**config.mk**
```make
export PLATFORM = sky130hd
export DESIGN_NAME = twowire_cfg_slave
export DESIGN_NICKNAME = d
export VERILOG_FILES = /design/src/rtl/cfgs_pkg.sv /design/src/rtl/cfgs_ctrl.sv /design/src/rtl/cfgs_dp.sv /design/src/rtl/twowire_cfg_slave.sv
export SDC_FILE = /design/constraint.sdc
export NUM_CORES = 1
export LEC_CHECK = 0
export BUFFER_PORTS_ARGS = -buffer_cell sky130_fd_sc_hd__buf_2
export CORE_AREA = 2 2 119 87
export DETAILED_ROUTE_END_ITERATION = 6
export DIE_AREA = 0 0 121 89
export GPL_ROUTABILITY_DRIVEN = 0
export SETUP_SLACK_MARGIN = 0.5
export SLEW_MARGIN = 20
export SYNTH_ARGS = -nofsm -noshare
export SYNTH_HDL_FRONTEND = slang
export SYNTH_HIERARCHICAL = 1
export SYNTH_SLANG_ARGS = --single-unit
export TNS_END_PERCENT = 10
```
**constraint.sdc**
```tcl
create_clock -name clk -period 2.44 [get_ports clk]
set_input_delay 0.488 -clock clk [delete_from_list [all_inputs] [get_ports clk]]
set_output_delay 0.488 -clock clk [all_outputs]
set_load 0.02 [all_outputs]
```
**src/rtl/cfgs_pkg.sv**
```systemverilog
`timescale 1ns/1ps
package cfgs_pkg;
  localparam int IDX_W = 3;

  typedef enum logic [2:0] {
    ST_IDLE,
    ST_DATA,
    ST_ACK_SETUP,
    ST_ACK_HOLD,
    ST_SKIP
  } ctrlState_t;

  typedef struct packed {
    logic             shiftEn;
    logic             bitVal;
    logic             commit;
    logic [IDX_W-1:0] idx;
  } strobe_t;
endpackage

```
**src/rtl/cfgs_ctrl.sv**
```systemverilog
`timescale 1ns/1ps
module cfgs_ctrl #(
  parameter int       FILT_LEN    = 3,
  parameter bit [7:0] SLAVE_ADDR  = 8'hD2,
  parameter int       FRAME_BYTES = 11,
  parameter int       FIRST_REG   = 3,
  parameter int       NUM_REGS    = 6
) (
  input  logic             clk,
  input  logic             rstN,
  input  logic             sclIn,
  input  logic             sdaIn,
  input  logic [6:0]       shLow,
  output cfgs_pkg::strobe_t stb,
  output logic             sdaLow
);
  import cfgs_pkg::*;

  localparam int BIDX_W = $clog2(FRAME_BYTES);
  localparam int FCNT_W = $clog2(FILT_LEN + 1);

  logic [1:0] rawIn;
  logic [1:0] filt;
  assign rawIn = {sdaIn, sclIn};

  // two-flop synchronizer plus persistence filter, one per bus line
  for (genvar g = 0; g < 2; g++) begin : gLine
    logic [1:0]        syncQ;
    logic [FCNT_W-1:0] cnt;
    always_ff @(posedge clk or negedge rstN) begin
      if (!rstN) begin
        syncQ   <= 2'b11;
        cnt     <= '0;
        filt[g] <= 1'b1;
      end else begin
        syncQ <= {syncQ[0], rawIn[g]};
        if (syncQ[1] != filt[g]) begin
          if (cnt == FCNT_W'(FILT_LEN - 1)) begin
            filt[g] <= syncQ[1];
            cnt     <= '0;
          end else begin
            cnt <= cnt + 1'b1;
          end
        end else begin
          cnt <= '0;
        end
      end
    end
  end

  logic sclF, sdaF, sclPrev, sdaPrev;
  assign sclF = filt[0];
  assign sdaF = filt[1];

  always_ff @(posedge clk or negedge rstN) begin
    if (!rstN) begin
      sclPrev <= 1'b1;
      sdaPrev <= 1'b1;
    end else begin
      sclPrev <= sclF;
      sdaPrev <= sdaF;
    end
  end

  logic sclRise, sclFall, startC, stopC;
  assign sclRise = sclF & ~sclPrev;
  assign sclFall = ~sclF & sclPrev;
  assign startC  = sclF & sclPrev & sdaPrev & ~sdaF;
  assign stopC   = sclF & sclPrev & ~sdaPrev & sdaF;

  ctrlState_t        state;
  logic [2:0]        bitCnt;
  logic [BIDX_W-1:0] byteIdx;
  logic              lastBit;

  always_comb begin
    stb.shiftEn = (state == ST_DATA) && sclRise;
    stb.bitVal  = sdaF;
    lastBit     = stb.shiftEn && (bitCnt == 3'd7);
    stb.commit  = lastBit && (byteIdx >= BIDX_W'(FIRST_REG))
                          && (byteIdx <  BIDX_W'(FIRST_REG + NUM_REGS));
    stb.idx     = IDX_W'(byteIdx - BIDX_W'(FIRST_REG));
  end

  always_ff @(posedge clk or negedge rstN) begin
    if (!rstN) begin
      state   <= ST_IDLE;
      bitCnt  <= '0;
      byteIdx <= '0;
      sdaLow  <= 1'b0;
    end else if (startC) begin
      state   <= ST_DATA;
      bitCnt  <= '0;
      byteIdx <= '0;
      sdaLow  <= 1'b0;
    end else if (stopC) begin
      state  <= ST_IDLE;
      sdaLow <= 1'b0;
    end else begin
      unique case (state)
        ST_DATA: if (stb.shiftEn) begin
          bitCnt <= bitCnt + 1'b1;
          if (lastBit) begin
            if (byteIdx == '0 && {shLow, sdaF} != SLAVE_ADDR) state <= ST_SKIP;
            else                                              state <= ST_ACK_SETUP;
          end
        end
        ST_ACK_SETUP: if (sclFall) begin
          state  <= ST_ACK_HOLD;
          sdaLow <= 1'b1;
        end
        ST_ACK_HOLD: if (sclFall) begin
          sdaLow <= 1'b0;
          if (byteIdx == BIDX_W'(FRAME_BYTES - 1)) begin
            state <= ST_SKIP;
          end else begin
            state   <= ST_DATA;
            byteIdx <= byteIdx + 1'b1;
          end
        end
        default: ;
      endcase
    end
  end

  // acknowledge is only ever raised while the clock line is low
  a_r5_ack_on_low: assert property (@(posedge clk) disable iff (!rstN)
    $rose(sdaLow) |-> !sclF);
  // no drive on the data line when no frame is active
  a_r2_idle_quiet: assert property (@(posedge clk) disable iff (!rstN)
    (state == ST_IDLE) |-> !sdaLow);
  // a start rewinds the frame position
  a_r7_restart_clears: assert property (@(posedge clk) disable iff (!rstN)
    startC |=> (byteIdx == '0 && bitCnt == '0 && !sdaLow));
endmodule

```
**src/rtl/cfgs_dp.sv**
```systemverilog
`timescale 1ns/1ps
module cfgs_dp #(
  parameter int                   NUM_REGS = 6,
  parameter int                   REG_W    = 8,
  parameter logic [NUM_REGS*REG_W-1:0] DEFAULTS = '0
) (
  input  logic                      clk,
  input  logic                      rstN,
  input  cfgs_pkg::strobe_t         stb,
  output logic [REG_W-2:0]          shLow,
  output logic [NUM_REGS*REG_W-1:0] regsOut
);
  always_ff @(posedge clk or negedge rstN) begin
    if (!rstN)            shLow <= '0;
    else if (stb.shiftEn) shLow <= {shLow[REG_W-3:0], stb.bitVal};
  end

  for (genvar i = 0; i < NUM_REGS; i++) begin : gReg
    always_ff @(posedge clk or negedge rstN) begin
      if (!rstN)
        regsOut[i*REG_W +: REG_W] <= DEFAULTS[i*REG_W +: REG_W];
      else if (stb.commit && stb.idx == cfgs_pkg::IDX_W'(i))
        regsOut[i*REG_W +: REG_W] <= {shLow, stb.bitVal};
    end
  end

  // registers move only on a commit strobe
  a_r4_regs_hold: assert property (@(posedge clk) disable iff (!rstN)
    !stb.commit |=> $stable(regsOut));
  // commits target an existing register
  a_r3_idx_range: assert property (@(posedge clk) disable iff (!rstN)
    stb.commit |-> (int'(stb.idx) < NUM_REGS));
endmodule

```
**src/rtl/twowire_cfg_slave.sv**
```systemverilog
`timescale 1ns/1ps
module twowire_cfg_slave #(
  parameter bit [7:0] SLAVE_ADDR = 8'hD2,
  parameter int       FILT_LEN   = 3,
  parameter int       NUM_REGS   = 6,
  parameter logic [NUM_REGS*8-1:0] DEFAULTS = 48'hFFFF_FFFF_FF00
) (
  input  logic                  clk,
  input  logic                  rstN,
  input  logic                  sclIn,
  input  logic                  sdaIn,
  output logic                  sdaLow,
  output logic [NUM_REGS*8-1:0] regsOut,
  output logic [1:0]            spreadMode
);
  cfgs_pkg::strobe_t stb;
  logic [6:0]        shLow;

  cfgs_ctrl #(
    .FILT_LEN(FILT_LEN), .SLAVE_ADDR(SLAVE_ADDR),
    .FRAME_BYTES(11), .FIRST_REG(3), .NUM_REGS(NUM_REGS)
  ) uCtrl (
    .clk(clk), .rstN(rstN), .sclIn(sclIn), .sdaIn(sdaIn),
    .shLow(shLow), .stb(stb), .sdaLow(sdaLow)
  );

  cfgs_dp #(.NUM_REGS(NUM_REGS), .REG_W(8), .DEFAULTS(DEFAULTS)) uDp (
    .clk(clk), .rstN(rstN), .stb(stb), .shLow(shLow), .regsOut(regsOut)
  );

  assign spreadMode = regsOut[1:0];
endmodule

```
==> key figures <==
Worst hold path
  • Hold Crit Class: input port to asynchronous set/reset pin

Die
  • Row Count: 30
  • Die area: 10800 sq um
  • Die Width: 121 um
  • Initial core utilization: 0.347
  • IO Pins: 55
  • Core area: 9500 sq um
  • Die H: 89 um

Worst setup path
  • Crit. End Element: flip-flop
  • CP max FO: 8
  • Critical path class: flip-flop to flip-flop
  • Required @ worst endpoint: 2700 ps
  • CP arrival: 2270 ps
  • CP startpoint kind: flip-flop

Placed design
  • PortBufs: 54
  • DP HPWL: 4600 um
  • Placed Instance Area: 3770 sq um
  • Dpl ws: 206 ps

Synthesis
  • Post-synth ARST share: 1.00
  • Main synth FF type: dfstp_2
  • Number of synthesized register bits: 78
  • Sequential-to-total area share from yosys stat: 0.611
  • Mapped Area: 3290 sq um
  • Post-synth EDFFs: 0
  • Syn. warnings: 6
  • Mapped Nets: 231
  • Cells after synthesis: 221
  • Avg Synthesized Cell Area: 14.9 sq um
  • Cell variety after synth: 40

Run
  • Max-Cap Viols: 0

Drt
  • Average wire per standard cell: 16.4 um
  • Via-to-Cell Ratio: 4.74
  • DRC violations left: 0
  • DR pass1 iterations: 4
  • Antenna Nets Post-Route: 0
  • Total number of vias: 2004
  • Routed WL: 6930 um
  • Initial DRC count: 57

Cells and area
  • Share of cells above drive strength 1: 0.695
  • Area growth syn-to-layout: 28.3%
  • Fin nets: 300
  • Final instance area: 4220 sq um
  • Antenna Cells: 0

Pwr
  • Power Dens Cells: 790 nW/um^2
  • Leak pwr: 1.99 nW
  • Peak VDD IR: 0.350 mV

CTS
  • Worst-Skew Late Latency: 340 ps
  • CTS sink cnt: 78
  • Clock buffer count from CTS: 9
  • TritonCTS clock tree: yes
  • Clock slew at reported path FFs: 60 ps
  • Hold_buf cts: 0
  • Clk root buf: clkbuf_16
  • H-tree levels: 3
  • Clock Path Buffers: 2

Global route
  • Vias in the first global route: 1989
  • Gr ovfl total: 0
  • Total track usage: 0.137
  • First-pass GRT wire length: 10900 um
  • Largest net degree at the start of global routing: 57
  • Antenna violations before repair: 0

STA
  • # setup viols final: 0
  • F_max: 498 MHz
  • Setup WS post-layout: 432 ps
  • TNS Setup: 0 ps
  • Final Max Tran Viols: 0
  • Unrepaired setup endpoints after global routing: true
  • Worst-Margin Slew: 709 ps
  • Clock Skew: 7.14 ps
  • Crit share post-route: 0.823
  • Hold slack: 191 ps
  • Slew headroom: 0.528
  • Fin crit period: 2010 ps
  • Final count of hold timing violations: 0

Run status
  • Status: completed
[synthesized netlist by cell type, types with 4 or more instances]
cell type   n  area share
buf_2       4      0.0061
buf_4       4      0.0091
dfrtp_1    30        0.23
dfstp_2    48        0.38
ha_1        6       0.023
inv_1       6      0.0068
mux2_2     57        0.19
nand2_1     7      0.0080
nand3_1     5      0.0076
nand3b_1    4      0.0091
nor4bb_1    4       0.012
o21ai_0     8       0.012
[cell families after synthesis]
group | Yosys count | share of synthesized area
AO/OA/AOI/OAI | 16 | 0.0312
XOR/XNOR | 4 | 0.0106
adder cells (fa/ha/maj) | 6 | 0.0228
buffers and inverters | 16 | 0.0247
flip-flops | 78 | 0.611
multiplexers | 59 | 0.201
AND/OR/NAND/NOR | 42 | 0.0984
[where the power goes]
| group | switching, mW | leakage (nW) | internal [mW] |
|---|---|---|---|
| sequential | 0.198 | 0.907 | 1.44 |
| clock | 0.503 | 0.155 | 0.846 |
| combinational | 0.155 | 0.926 | 0.194 |
[path summary, 6_finish.rpt]
kind	endpoint	cells past startpoint	slack [ps]	startpoint
min	uDp/regsOut[0]	1	190	rstN
min reg2reg	uCtrl/gLine[1].syncQ[1]	0	360	uCtrl/gLine[1].syncQ[0]
max in group asynchronous	uDp/regsOut[32]	2	1490	rstN
max reg2reg	uDp/regsOut[35]	6	430	uCtrl/sclF
max	uDp/regsOut[35]	6	430	uCtrl/sclF
min in group clk	uCtrl/gLine[0].syncQ[0]	1	250	sclIn
[flip-flops by register name, summed over array words and instances (netlist names)]
signal and cells:
uDp/regsOut 48, uDp/shLow 7, uCtrl/byteIdx 4, uCtrl/gLine.cnt 4, uCtrl/gLine.syncQ 4, uCtrl/bitCnt 3, uCtrl/state 3, uCtrl/sclF 1
uCtrl/sclPrev 1, uCtrl/sdaF 1, uCtrl/sdaLow 1, uCtrl/sdaPrev 1
[metrics by stage]
step | cells | power [mW] | utilization
after CTS | 422 | 3.37 | 0.439
after global routing | 423 | 3.50 | 0.445
final | 423 | 3.34 | 0.445
after global placement | 403 | 1.97 | 0.397
after floorplan | 221 | 1.85 | -
after detailed placement | 403 | 1.98 | 0.397
[final cells by class]
| class | count | area [sq um] |
|---|---|---|
| clock buffers | 11 | 253 |
| clock inverters | 5 | 57.6 |
| fillers | 852 | 5270 |
| inverters | 6 | 22.5 |
| multi-input cells | 127 | 1320 |
| flip-flops and latches | 78 | 2010 |
| well taps | 128 | 160 |
| repair buffers | 68 | 393 |
[critical path, stage by stage (launching register included)]
cell	delay, ps
dfstp_2	530
nor4bb_4	210
and2_4	180
and3_4	210
nor4bb_4	300
buf_6	200
mux2_4	320
[per-layer routing]
layer  GRT usage  vias to the layer above  wire [um]  part of all wire
met4      0.0444                        0         70             0.010
met3      0.0587                        7        431             0.062
met2       0.199                       47       3020              0.44
li1            -                      933          -                 -
met1       0.187                     1017       3410              0.49
met5           0                        -          0                 0
[layout by cell type, fill, tap and decap left out, drive strengths merged, types with 2 or more instances in the layout]
cell type and n:
nor2 2, clkbuf 11, o21ai 8, buf 68, nand4b 3, nor4bb 4, nand3 5, nor3 2
mux2i 2, nand2 7, xnor2 3, mux2 57, nor4b 2, dfrtp 30, nor3b 2, nor2b 2
and3 2, a21oi 2, dfstp 48, inv 6, clkinv 4, nand3b 4, ha 6
[what timing repair did]
| action | in CTS | in global routing |
|---|---|---|
| pin swaps | 2 | 2 |
| setup buffers | 3 | 1 |
| gates resized for setup | 12 | 14 |
| setup endpoints to repair | 40 | 40 |
(Power assumes the default switching activity.)
